<file path="src/rtl/pm_pkg.sv">
package pm_pkg;
  typedef enum logic [1:0] {
    PM_IDLE,
    PM_ARM,
    PM_MEAS,
    PM_DONE
  } pm_state_e;
endpackage

</file>
<file path="src/rtl/pm_edge_sync.sv">
module pm_edge_sync #(
  parameter int STAGES = 2
) (
  input  logic clk_i,
  input  logic rst_ni,
  input  logic sig_i,
  input  logic fall_sel_i,
  output logic edge_o
);
  // q[STAGES-1] is the synchronized level, q[STAGES] is its previous value
  logic [STAGES:0] q;

  always_ff @(posedge clk_i or negedge rst_ni) begin
    if (!rst_ni) q <= '0;
    else         q <= {q[STAGES-1:0], sig_i};
  end

  assign edge_o = fall_sel_i ? (!q[STAGES-1] &&  q[STAGES])
                             : ( q[STAGES-1] && !q[STAGES]);

  // With a steady polarity, two edge pulses are always at least two clocks apart
  assert_edge_gap_R10: assert property (@(posedge clk_i) disable iff (!rst_ni)
    (edge_o && fall_sel_i == $past(fall_sel_i)) |=>
      (!edge_o || fall_sel_i != $past(fall_sel_i)));
endmodule

</file>
<file path="src/rtl/pm_capture_timer.sv">
module pm_capture_timer #(
  parameter int W = 16
) (
  input  logic         clk_i,
  input  logic         rst_ni,
  input  logic         load_i,
  input  logic         run_i,
  input  logic         tick_i,
  input  logic         cap_en_i,
  input  logic         edge_i,
  input  logic         consume_i,
  output logic [W-1:0] tmr_o,
  output logic [W-1:0] cap_o,
  output logic         pend_o
);
  logic [W-1:0] tmr_q, cap_q;
  logic         pend_q;

  always_ff @(posedge clk_i or negedge rst_ni) begin
    if (!rst_ni)                tmr_q <= '0;
    else if (load_i)            tmr_q <= '1;
    else if (run_i && tick_i)   tmr_q <= tmr_q - 1'b1;
  end

  // A new capture outranks consumption of the previous one
  always_ff @(posedge clk_i or negedge rst_ni) begin
    if (!rst_ni) begin
      cap_q  <= '0;
      pend_q <= 1'b0;
    end else if (load_i) begin
      cap_q  <= '0;
      pend_q <= 1'b0;
    end else if (cap_en_i && edge_i) begin
      cap_q  <= tmr_q;
      pend_q <= 1'b1;
    end else if (consume_i) begin
      pend_q <= 1'b0;
    end
  end

  assign tmr_o  = tmr_q;
  assign cap_o  = cap_q;
  assign pend_o = pend_q;

  assert_load_R2: assert property (@(posedge clk_i) disable iff (!rst_ni)
    load_i |=> tmr_q == {W{1'b1}});
  assert_tick_gate_R3: assert property (@(posedge clk_i) disable iff (!rst_ni)
    (!load_i && !tick_i) |=> $stable(tmr_q));
endmodule

</file>
<file path="src/rtl/pm_ctrl.sv">
module pm_ctrl
  import pm_pkg::*;
#(
  parameter int W         = 16,
  parameter int N_PERIODS = 20
) (
  input  logic         clk_i,
  input  logic         rst_ni,
  input  logic         start_i,
  input  logic         tick_i,
  input  logic [W-1:0] tmr_i,
  input  logic [W-1:0] cap_i,
  input  logic         pend_i,
  output logic         run_o,
  output logic         cap_en_o,
  output logic         consume_o,
  output logic [W-1:0] elapsed_o,
  output logic         done_o,
  output logic         ovf_o
);
  localparam int CW   = (N_PERIODS > 1) ? $clog2(N_PERIODS) : 1;
  localparam int LAST = N_PERIODS - 1;

  pm_state_e    state_q;
  logic [CW-1:0] cnt_q;
  logic [W-1:0]  start_val_q, elapsed_q;
  logic          run_q, done_q, ovf_q;
  logic          armed, wrap, fin;

  assign armed     = (state_q == PM_ARM) || (state_q == PM_MEAS);
  assign wrap      = armed && run_q && tick_i && (tmr_i == '0);
  assign fin       = (state_q == PM_MEAS) && pend_i && (cnt_q == CW'(LAST));
  assign cap_en_o  = armed && !fin && !wrap && !start_i;
  assign consume_o = armed && pend_i;

  always_ff @(posedge clk_i or negedge rst_ni) begin
    if (!rst_ni) begin
      state_q     <= PM_IDLE;
      cnt_q       <= '0;
      start_val_q <= '0;
      elapsed_q   <= '0;
      run_q       <= 1'b0;
      done_q      <= 1'b0;
      ovf_q       <= 1'b0;
    end else if (start_i) begin
      state_q     <= PM_ARM;
      cnt_q       <= '0;
      start_val_q <= '0;
      elapsed_q   <= '0;
      run_q       <= 1'b1;
      done_q      <= 1'b0;
      ovf_q       <= 1'b0;
    end else begin
      done_q <= fin && !wrap;
      if (wrap) begin
        ovf_q   <= 1'b1;
        run_q   <= 1'b0;
        state_q <= PM_IDLE;
      end else if (consume_o) begin
        if (state_q == PM_ARM) begin
          start_val_q <= cap_i;
          cnt_q       <= '0;
          state_q     <= PM_MEAS;
        end else if (fin) begin
          elapsed_q <= start_val_q - cap_i;
          run_q     <= 1'b0;
          state_q   <= PM_DONE;
        end else begin
          cnt_q <= cnt_q + 1'b1;
        end
      end
    end
  end

  assign run_o     = run_q;
  assign elapsed_o = elapsed_q;
  assign done_o    = done_q;
  assign ovf_o     = ovf_q;

  assert_done_pulse_R7: assert property (@(posedge clk_i) disable iff (!rst_ni)
    done_q |=> !done_q);
  assert_ovf_no_done_R9: assert property (@(posedge clk_i) disable iff (!rst_ni)
    ovf_q |-> !done_q);
  assert_hold_result_R8: assert property (@(posedge clk_i) disable iff (!rst_ni)
    (state_q == PM_DONE && !start_i) |=> $stable(elapsed_q));
endmodule

</file>
<file path="src/rtl/period_meter.sv">
module period_meter #(
  parameter int W         = 16,
  parameter int N_PERIODS = 20,
  parameter int SYNC      = 2
) (
  input  logic         clk_i,
  input  logic         rst_ni,
  input  logic         tick_i,
  input  logic         start_i,
  input  logic         fall_sel_i,
  input  logic         sig_i,
  output logic [W-1:0] elapsed_o,
  output logic         done_o,
  output logic         ovf_o
);
  logic         edge_w, run_w, cap_en_w, consume_w, pend_w;
  logic [W-1:0] tmr_w, cap_w;

  pm_edge_sync #(.STAGES(SYNC)) i_sync (
    .clk_i, .rst_ni, .sig_i, .fall_sel_i, .edge_o(edge_w)
  );

  pm_capture_timer #(.W(W)) i_timer (
    .clk_i, .rst_ni,
    .load_i(start_i), .run_i(run_w), .tick_i,
    .cap_en_i(cap_en_w), .edge_i(edge_w), .consume_i(consume_w),
    .tmr_o(tmr_w), .cap_o(cap_w), .pend_o(pend_w)
  );

  pm_ctrl #(.W(W), .N_PERIODS(N_PERIODS)) i_ctrl (
    .clk_i, .rst_ni, .start_i, .tick_i,
    .tmr_i(tmr_w), .cap_i(cap_w), .pend_i(pend_w),
    .run_o(run_w), .cap_en_o(cap_en_w), .consume_o(consume_w),
    .elapsed_o, .done_o, .ovf_o
  );
endmodule

</file>
<file path="config.mk">
export PLATFORM = sky130hd
export DESIGN_NAME = period_meter
export DESIGN_NICKNAME = d
export VERILOG_FILES = /design/src/rtl/pm_pkg.sv /design/src/rtl/pm_edge_sync.sv /design/src/rtl/pm_capture_timer.sv /design/src/rtl/pm_ctrl.sv /design/src/rtl/period_meter.sv
export SDC_FILE = /design/constraint.sdc
export NUM_CORES = 1
export LEC_CHECK = 0
export ABC_AREA = 0
export BUFFER_PORTS_ARGS = -buffer_cell sky130_fd_sc_hd__buf_2
export CAP_MARGIN = 30
export CORE_MARGIN = 4
export CORE_UTILIZATION = 40
export DETAILED_ROUTE_END_ITERATION = 8
export REMOVE_ABC_BUFFERS = 1
export SYNTH_ARGS = -nofsm -noshare
export SYNTH_HDL_FRONTEND = slang
export SYNTH_HIERARCHICAL = 1
export SYNTH_SLANG_ARGS = --single-unit
export TNS_END_PERCENT = 50
</file>
<file path="constraint.sdc">
create_clock -name clk_i -period 2.3 [get_ports clk_i]
set_input_delay 0.115 -clock clk_i [delete_from_list [all_inputs] [get_ports clk_i]]
set_output_delay 0.115 -clock clk_i [all_outputs]
set_load 0.005 [all_outputs]
</file>
==> After elaboration in Yosys (flattened, before gate mapping) <==
Cells that the tools add are included.
{ "classes": {"n_eq_ne": 7, "addsub": 3, "muxes": 35, "reduce_logical": 36} }
{ "op_table": {"columns": ["cell", "n"], "rows": [
  ["$mux W16", 13],
  ["$mux W5", 5],
  ["$logic_not A16 Y1", 1],
  ["$sub A16 B1 Y16 const B", 1],
  ["$sub A16 B16 Y16", 1],
  ["$logic_and A1 B1 Y1", 14],
  ["$mux W1", 12],
  ["$reduce_bool A2 Y1", 6],
  ["$mux W2", 5],
  ["$reduce_and A3 Y1", 3],
  ["$reduce_bool A3 Y1", 3],
  ["$add A5 B1 Y5 const B", 1],
  ["$eq A5 B5 Y1 const B", 1],
  ["$logic_not A1 Y1", 5],
  ["$ne A2 B2 Y1 const B", 2],
  ["$reduce_and A4 Y1", 1],
  ["$reduce_bool A4 Y1", 1],
  ["$ne A3 B2 Y1 const B", 1],
  ["$ne A3 B3 Y1 const B", 1],
  ["$eq A2 B1 Y1 const B", 1],
  ["$eq A2 B2 Y1 const B", 1],
  ["$reduce_and A2 Y1", 1],
  ["$logic_or A1 B1 Y1", 1]
]} }
{ "word_totals": {"out_inout_bits": 18, "word_cells": 92, "reg_bits": 78, "input_bits": 6} }

==> Logic depth before layout (Yosys ltp) <==
{ "depth": {"word_depth": 11, "mapped_depth": 11, "ltp_nobuf": 10} }

==> By module <==
Netlist, hierarchy kept.
{ "modules_own_cells": {"columns": ["mod", "instances", "seq_area_each_um2", "cells_per_inst", "area_per_inst_um2"], "rows": [
  ["pm_ctrl", 1, 1051.0, 291, 2568.7],
  ["pm_capture_timer", 1, 825.8, 122, 1447.6],
  ["pm_edge_sync", 1, 75.1, 6, 97.6]
]} }

==> Least setup slack after synthesis <==
OpenSTA, ideal clock, no wires.
{ "synth_path": {"path_kind": "register -> register", "from": "register i_ctrl.state_q[0]", "to": "register i_timer.cap_q[6], in the netlist i_timer/cap_o[6]", "stages_incl_launch_ff": 11, "t_arrival_ns": 2.333, "setup_ns": 0.065, "synth_period_minus_slack_ns": 2.397, "path_buffers": 1, "path_slack_ns": -0.097, "t_required_ns": 2.235, "cell_sequence": "dfrtp_1 -> inv_1 -> ha_1 -> nor2_1 -> nand4_1 -> or3_4 -> nand2b_1 -> nor3b_1 -> a21oi_1 -> clkbuf_1 -> a22o_2"} }
{ "synth_between": {"elab_chain_cells": 10, "word_cells_on_any_way": 15, "classes_between": "eq/ne: 2; reduce/logical: 13"} }
{ "synth_rtl": {"columns": ["item", "line_no", "rtl"], "rows": [
  ["start, declared", "pm_ctrl.sv:24", "pm_state_e state_q;"],
  ["start signal, assigned", "pm_ctrl.sv:38", "state_q <= PM_IDLE;"],
  ["start signal, assigned", "pm_ctrl.sv:46", "state_q <= PM_ARM;"],
  ["start signal, assigned", "pm_ctrl.sv:58", "state_q <= PM_IDLE;"],
  ["$eq A2 B1 Y1 / $eq A2 B2 Y1 (equally long branches)", "pm_ctrl.sv:30, pm_ctrl.sv:32", null],
  ["$logic_or A1 B1 Y1", "pm_ctrl.sv:30", "assign armed = (state_q == PM_ARM) || (state_q == PM_MEAS);"],
  ["$logic_and A1 B1 Y1 (3 in a row)", "pm_ctrl.sv:31", "assign wrap = armed && run_q && tick_i && (tmr_i == '0);"],
  ["$logic_not A1 Y1", "pm_ctrl.sv:33", "assign cap_en_o = armed && !fin && !wrap && !start_i;"],
  ["$logic_and A1 B1 Y1 * (2 in a row)", "pm_ctrl.sv:33", null],
  ["via cap_en_w", "period_meter.sv:16", "logic edge_w, run_w, cap_en_w, consume_w, pend_w;"],
  ["$logic_and A1 B1 Y1 *", "pm_capture_timer.sv:33", "end else if (cap_en_i && edge_i) begin"],
  ["$reduce_bool A2 Y1 (no line) *", null, null],
  ["end signal, assigned", "pm_capture_timer.sv:34", "cap_q <= tmr_q;"],
  ["end, declared", "pm_capture_timer.sv:16", "logic [W-1:0] tmr_q, cap_q;"]
]} }
The timed path passes the listed nets; every way through them passes the cells marked *.
A chain may end at the register's enable or synchronous reset.

==> Final worst setup path <==
{ "layout_path": {"from": "register i_ctrl.state_q[1]", "to": "register i_ctrl.cnt_q[2]"} }
{ "layout_between": {"word_cells_on_any_way": 17, "classes_between": "eq/ne: 4; mux: 4; reduce/logical: 9"} }
{ "layout_rtl": {"columns": ["item", "line_no", "rtl"], "rows": [
  ["$eq A2 B1 Y1 / $eq A2 B2 Y1 (equally long branches)", "pm_ctrl.sv:30", null],
  ["$logic_or A1 B1 Y1 *", "pm_ctrl.sv:30", null],
  ["$logic_and A1 B1 Y1 *", "pm_ctrl.sv:34", "assign consume_o = armed && pend_i;"],
  ["via consume_w", "period_meter.sv:16", null],
  ["$reduce_bool A2 Y1 (no line) *", null, null],
  ["$reduce_and A3 Y1 (no line) *", null, null],
  ["end signal, assigned", "pm_ctrl.sv:69", "cnt_q <= cnt_q + 1'b1;"],
  ["end, declared", "pm_ctrl.sv:25", "logic [CW-1:0] cnt_q;"]
]} }
The timed path passes the listed nets; every way through them passes the cells marked *. The select of a mux whose other input is x is not followed.

==> impl_metrics.csv <==
group,metric,value,unit
global_route,grt_pass1_wl,14400,microns
logic_synthesis,yosysSeqAreaShare,47.4,%
logic_synthesis,synth_edf_count,0,
setup_path,cp_max_fo,10,
placed_design,dp_hpwl,5870,microns
logic_synthesis,synthArstFlopShare,100,%
power,p_comb_share,17.9,%
global_route,grt_max_degree,79,
floorplan,die_y,109,microns
cells_and_area,fin_util,50.0,%
logic_synthesis,ys_ff_latch,78,
floorplan,ioPinCount,24,
logic_synthesis,yosys.cell_types.count,50,
sta,fin_crit,2180,ps
setup_path,cpMostUsedCell,"buf_4",
routing,drcViolationCount,0,
clocking,cts_buffers,9,
floorplan,core,9910,sq um
routing,vias_per_cell,5.19,
sta,max_slew_margin,67.2,%
setup_path,path_class,"flop to flop",
placed_design,dpl_cell_area,4610,sq um
global_route,grt_pass1_vias,3091,
logic_synthesis,syn_inst,419,
setup_path,worst_ep_arrival_time,2460,ps
clocking,clock-sinks,78,
worst_hold_path,worstHoldPathType,"input pin to flop",
sta,holdWs,173,ps
cells_and_area,n_antenna_cell,0,
sta,finalSetupViolCount,0,
logic_synthesis,syn_area,4110,sq um
placed_design,gp_congestion,0.826,
sta,fmax,459,MHz
clocking,clkSlewWorstSetupHoldPaths,80,ps
sta,drv_slew,0,
power,peakVddDrop,0.260,mV
placed_design,port_buffers,23,
floorplan,initial_utilization,41.5,%
cells_and_area,drive_above_1_share,17.6,%
power,p_int,0.00264,W
cells_and_area,fin_cells,610,
power,p_switching,0.000874,W
setup_path,start_kind,"flop",
clocking,cts.htree.levels,3,
outcome,run_status,"finished, final reports clean",
logic_synthesis,syn_area_per_cell,9.82,sq um
sta,rsz0062_at_grt,"true",
routing,avgRoutedWirePerCell,13.4,microns
global_route,grt_use_total,15.3,%
power,powerDensity,710,nW/um^2
setup_path,critPathMaxStageDelay,450,ps
setup_path,rr_startpoint,"i_ctrl/state_q[1]",
cells_and_area,fill_cells,967,
setup_path,cp-end-kind,"flop",
floorplan,die-area,12000,sq um
cells_and_area,design_area,4950,sq um
sta,fin_crit_sh,94.7,%
sta,tightest_slew,492,ps
worst_hold_path,min_from,"fall_sel_i",
sta,skew,7.55,ps
routing,via_count,3163,
clocking,clock_latency,350,ps
floorplan,rows,36,
cells_and_area,fin_nets,499,
clocking,tritoncts,"built",
cells_and_area,areaGrowthSynthToFinish,20.4,%
power,power.leakage,2.19,nW
routing,drt_first_pass_iters,4,
placed_design,place_inst,591,
logic_synthesis,ys.flop_type,"dfrtp_1",
setup_path,cp_cell_sequence,"ha_1 -> buf_4 -> nand2b_1 -> inv_1 -> o21a_1 -> a21oi_1 -> buf_4 -> or4b_1 -> nand2_1",
setup_path,crit_path_start,"i_ctrl/state_q[1]",
setup_path,r2r_slack,120,ps
power,seqPwrFrac,41.2,%
sta,timing.setup.tns,0,ps
power,clockPowerShare,40.9,%
job,maxCapViolations,0,
clocking,clk_path_buf_depth,2,
sta,finalHoldViolCount,0,
logic_synthesis,synthesis.yosys.warnings,6,
global_route,antenna_found_initial,0,
global_route,grt_remaining_overflow,0,
routing,wl,8170,microns
clocking,cts_root_buf,"clkbuf_8",
setup_path,critPathRequiredTime,2590,ps
routing,ant_nets,0,
power,switching_share,24.9,%
routing,drt_iter0_drc,150,
floorplan,die_w,109,microns
setup_path,slowest_stage,"or4b_1",
==> cells by family after synthesis <==
kind of cell    after synthesis  synth area share (%)
xor+xnor                     21                  4.47
fa+ha+maj                    21                  6.57
flops                        78                  47.4
buf+inv                      40                  3.74
simple gates                146                  18.9
compound gates              113                  18.9
==> cells in the mapped netlist (5+ instances only) <==
cell type | count | area share, %
a21o_1 | 6 | 1.1
a21oi_1 | 15 | 1.8
a22o_1 | 15 | 3.2
clkbuf_1 | 13 | 1.2
dfrtp_1 | 78 | 47
ha_1 | 20 | 6.1
inv_1 | 24 | 2.2
nand2_1 | 48 | 4.4
nand2b_1 | 21 | 3.2
nand3_1 | 5 | 0.61
nor2_1 | 20 | 1.8
nor3_1 | 11 | 1.3
nor4_1 | 9 | 1.4
o21ai_0 | 33 | 4.0
o31ai_1 | 16 | 2.9
or3_1 | 8 | 1.2
xnor2_1 | 11 | 2.3
xor2_1 | 10 | 2.1
==> cell usage in the layout, fill, tap and decap left out, drive strengths merged, types with 11 or more instances in the layout <==
| cell type | instances |
|---|---|
| o21ai | 34 |
| a22o | 16 |
| ha | 20 |
| nand2 | 48 |
| buf | 56 |
| inv | 24 |
| o31ai | 16 |
| a21oi | 16 |
| xnor2 | 11 |
| dfrtp | 78 |
| nand2b | 21 |
| nor3 | 11 |
| nor2 | 20 |
==> layer usage <==
| metal | GRT usage (%) | wire length (microns) | up-vias |
|---|---|---|---|
| met5 | 0 | 0 | - |
| met4 | 7.93 | 179 | 0 |
| met3 | 2.29 | 238 | 15 |
| met2 | 23.5 | 3590 | 47 |
| met1 | 20.8 | 4170 | 1497 |
| li1 | - | - | 1604 |
==> power groups by stage <==
| stage | sequential, W | combinational [W] | clock (W) |
|---|---|---|---|
| after floorplan | 0.00147 | 0.000429 | 0 |
| after global placement | 0.00147 | 0.000607 | 0 |
| after detailed placement | 0.00147 | 0.000616 | 0 |
| after CTS | 0.00145 | 0.000622 | 0.00148 |
| after global routing | 0.00146 | 0.000712 | 0.00156 |
| final | 0.00145 | 0.000631 | 0.00144 |
==> path summary, 6_finish.rpt <==
check                      cells past startpoint             endpoint
min reg2reg                                    0          i_sync/q[1]
max in group asynchronous                      3        i_ctrl/done_o
min                                            4       i_timer/pend_o
max reg2reg                                    9      i_ctrl/cnt_q[2]
min in group asynchronous                      3  i_ctrl/elapsed_o[3]
max                                            9      i_ctrl/cnt_q[2]
==> through the flow <==
stage / setup WS [ps] / total power, W
after global routing: -24.5 / 0.00373
final: 123 / 0.00352
after detailed placement: -135 / 0.00209
after global placement: -96.3 / 0.00208
after CTS: 46.0 / 0.00355
after floorplan: -197 / 0.00190
==> state kept, by name, summed over array words and instances, names as in the netlist <==
register / count
i_ctrl/done_o: 1
i_sync/q: 3
i_timer/cap_o: 16
i_timer/tmr_o: 16
i_ctrl/run_o: 1
i_ctrl/state_q: 2
i_ctrl/elapsed_o: 16
i_ctrl/start_val_q: 16
i_ctrl/ovf_o: 1
i_timer/pend_o: 1
i_ctrl/cnt_q: 5
==> worst max-delay path, delay by kind of cell (launching register included) <==
kind                       cells  cell delay (ps)
buffers and inverters          3              510
adders and majority gates      1              300
and+or+nand+nor                3              700
AOI/OAI and AO/OA              2              210
DFF                            1              400
==> layout make-up <==
class	count	area, sq um	share of cell area, %
clock inverter	6	158	3.18
inverter	24	90.1	1.82
tap	133	166	3.36
clock buffer	10	128	2.58
sequential	78	1950	39.4
timing repair buffer	58	430	8.69
multi-input combinational	301	2030	41.0
==> what timing repair did <==
action	in CTS	in global routing
gates resized for setup	1	8
hold buffers	2	0
endpoints found under the setup margin	16	43
hold endpoints to repair	79	0
pin swaps	0	1
buffers inserted	0	1
(Power assumes the default switching activity.)
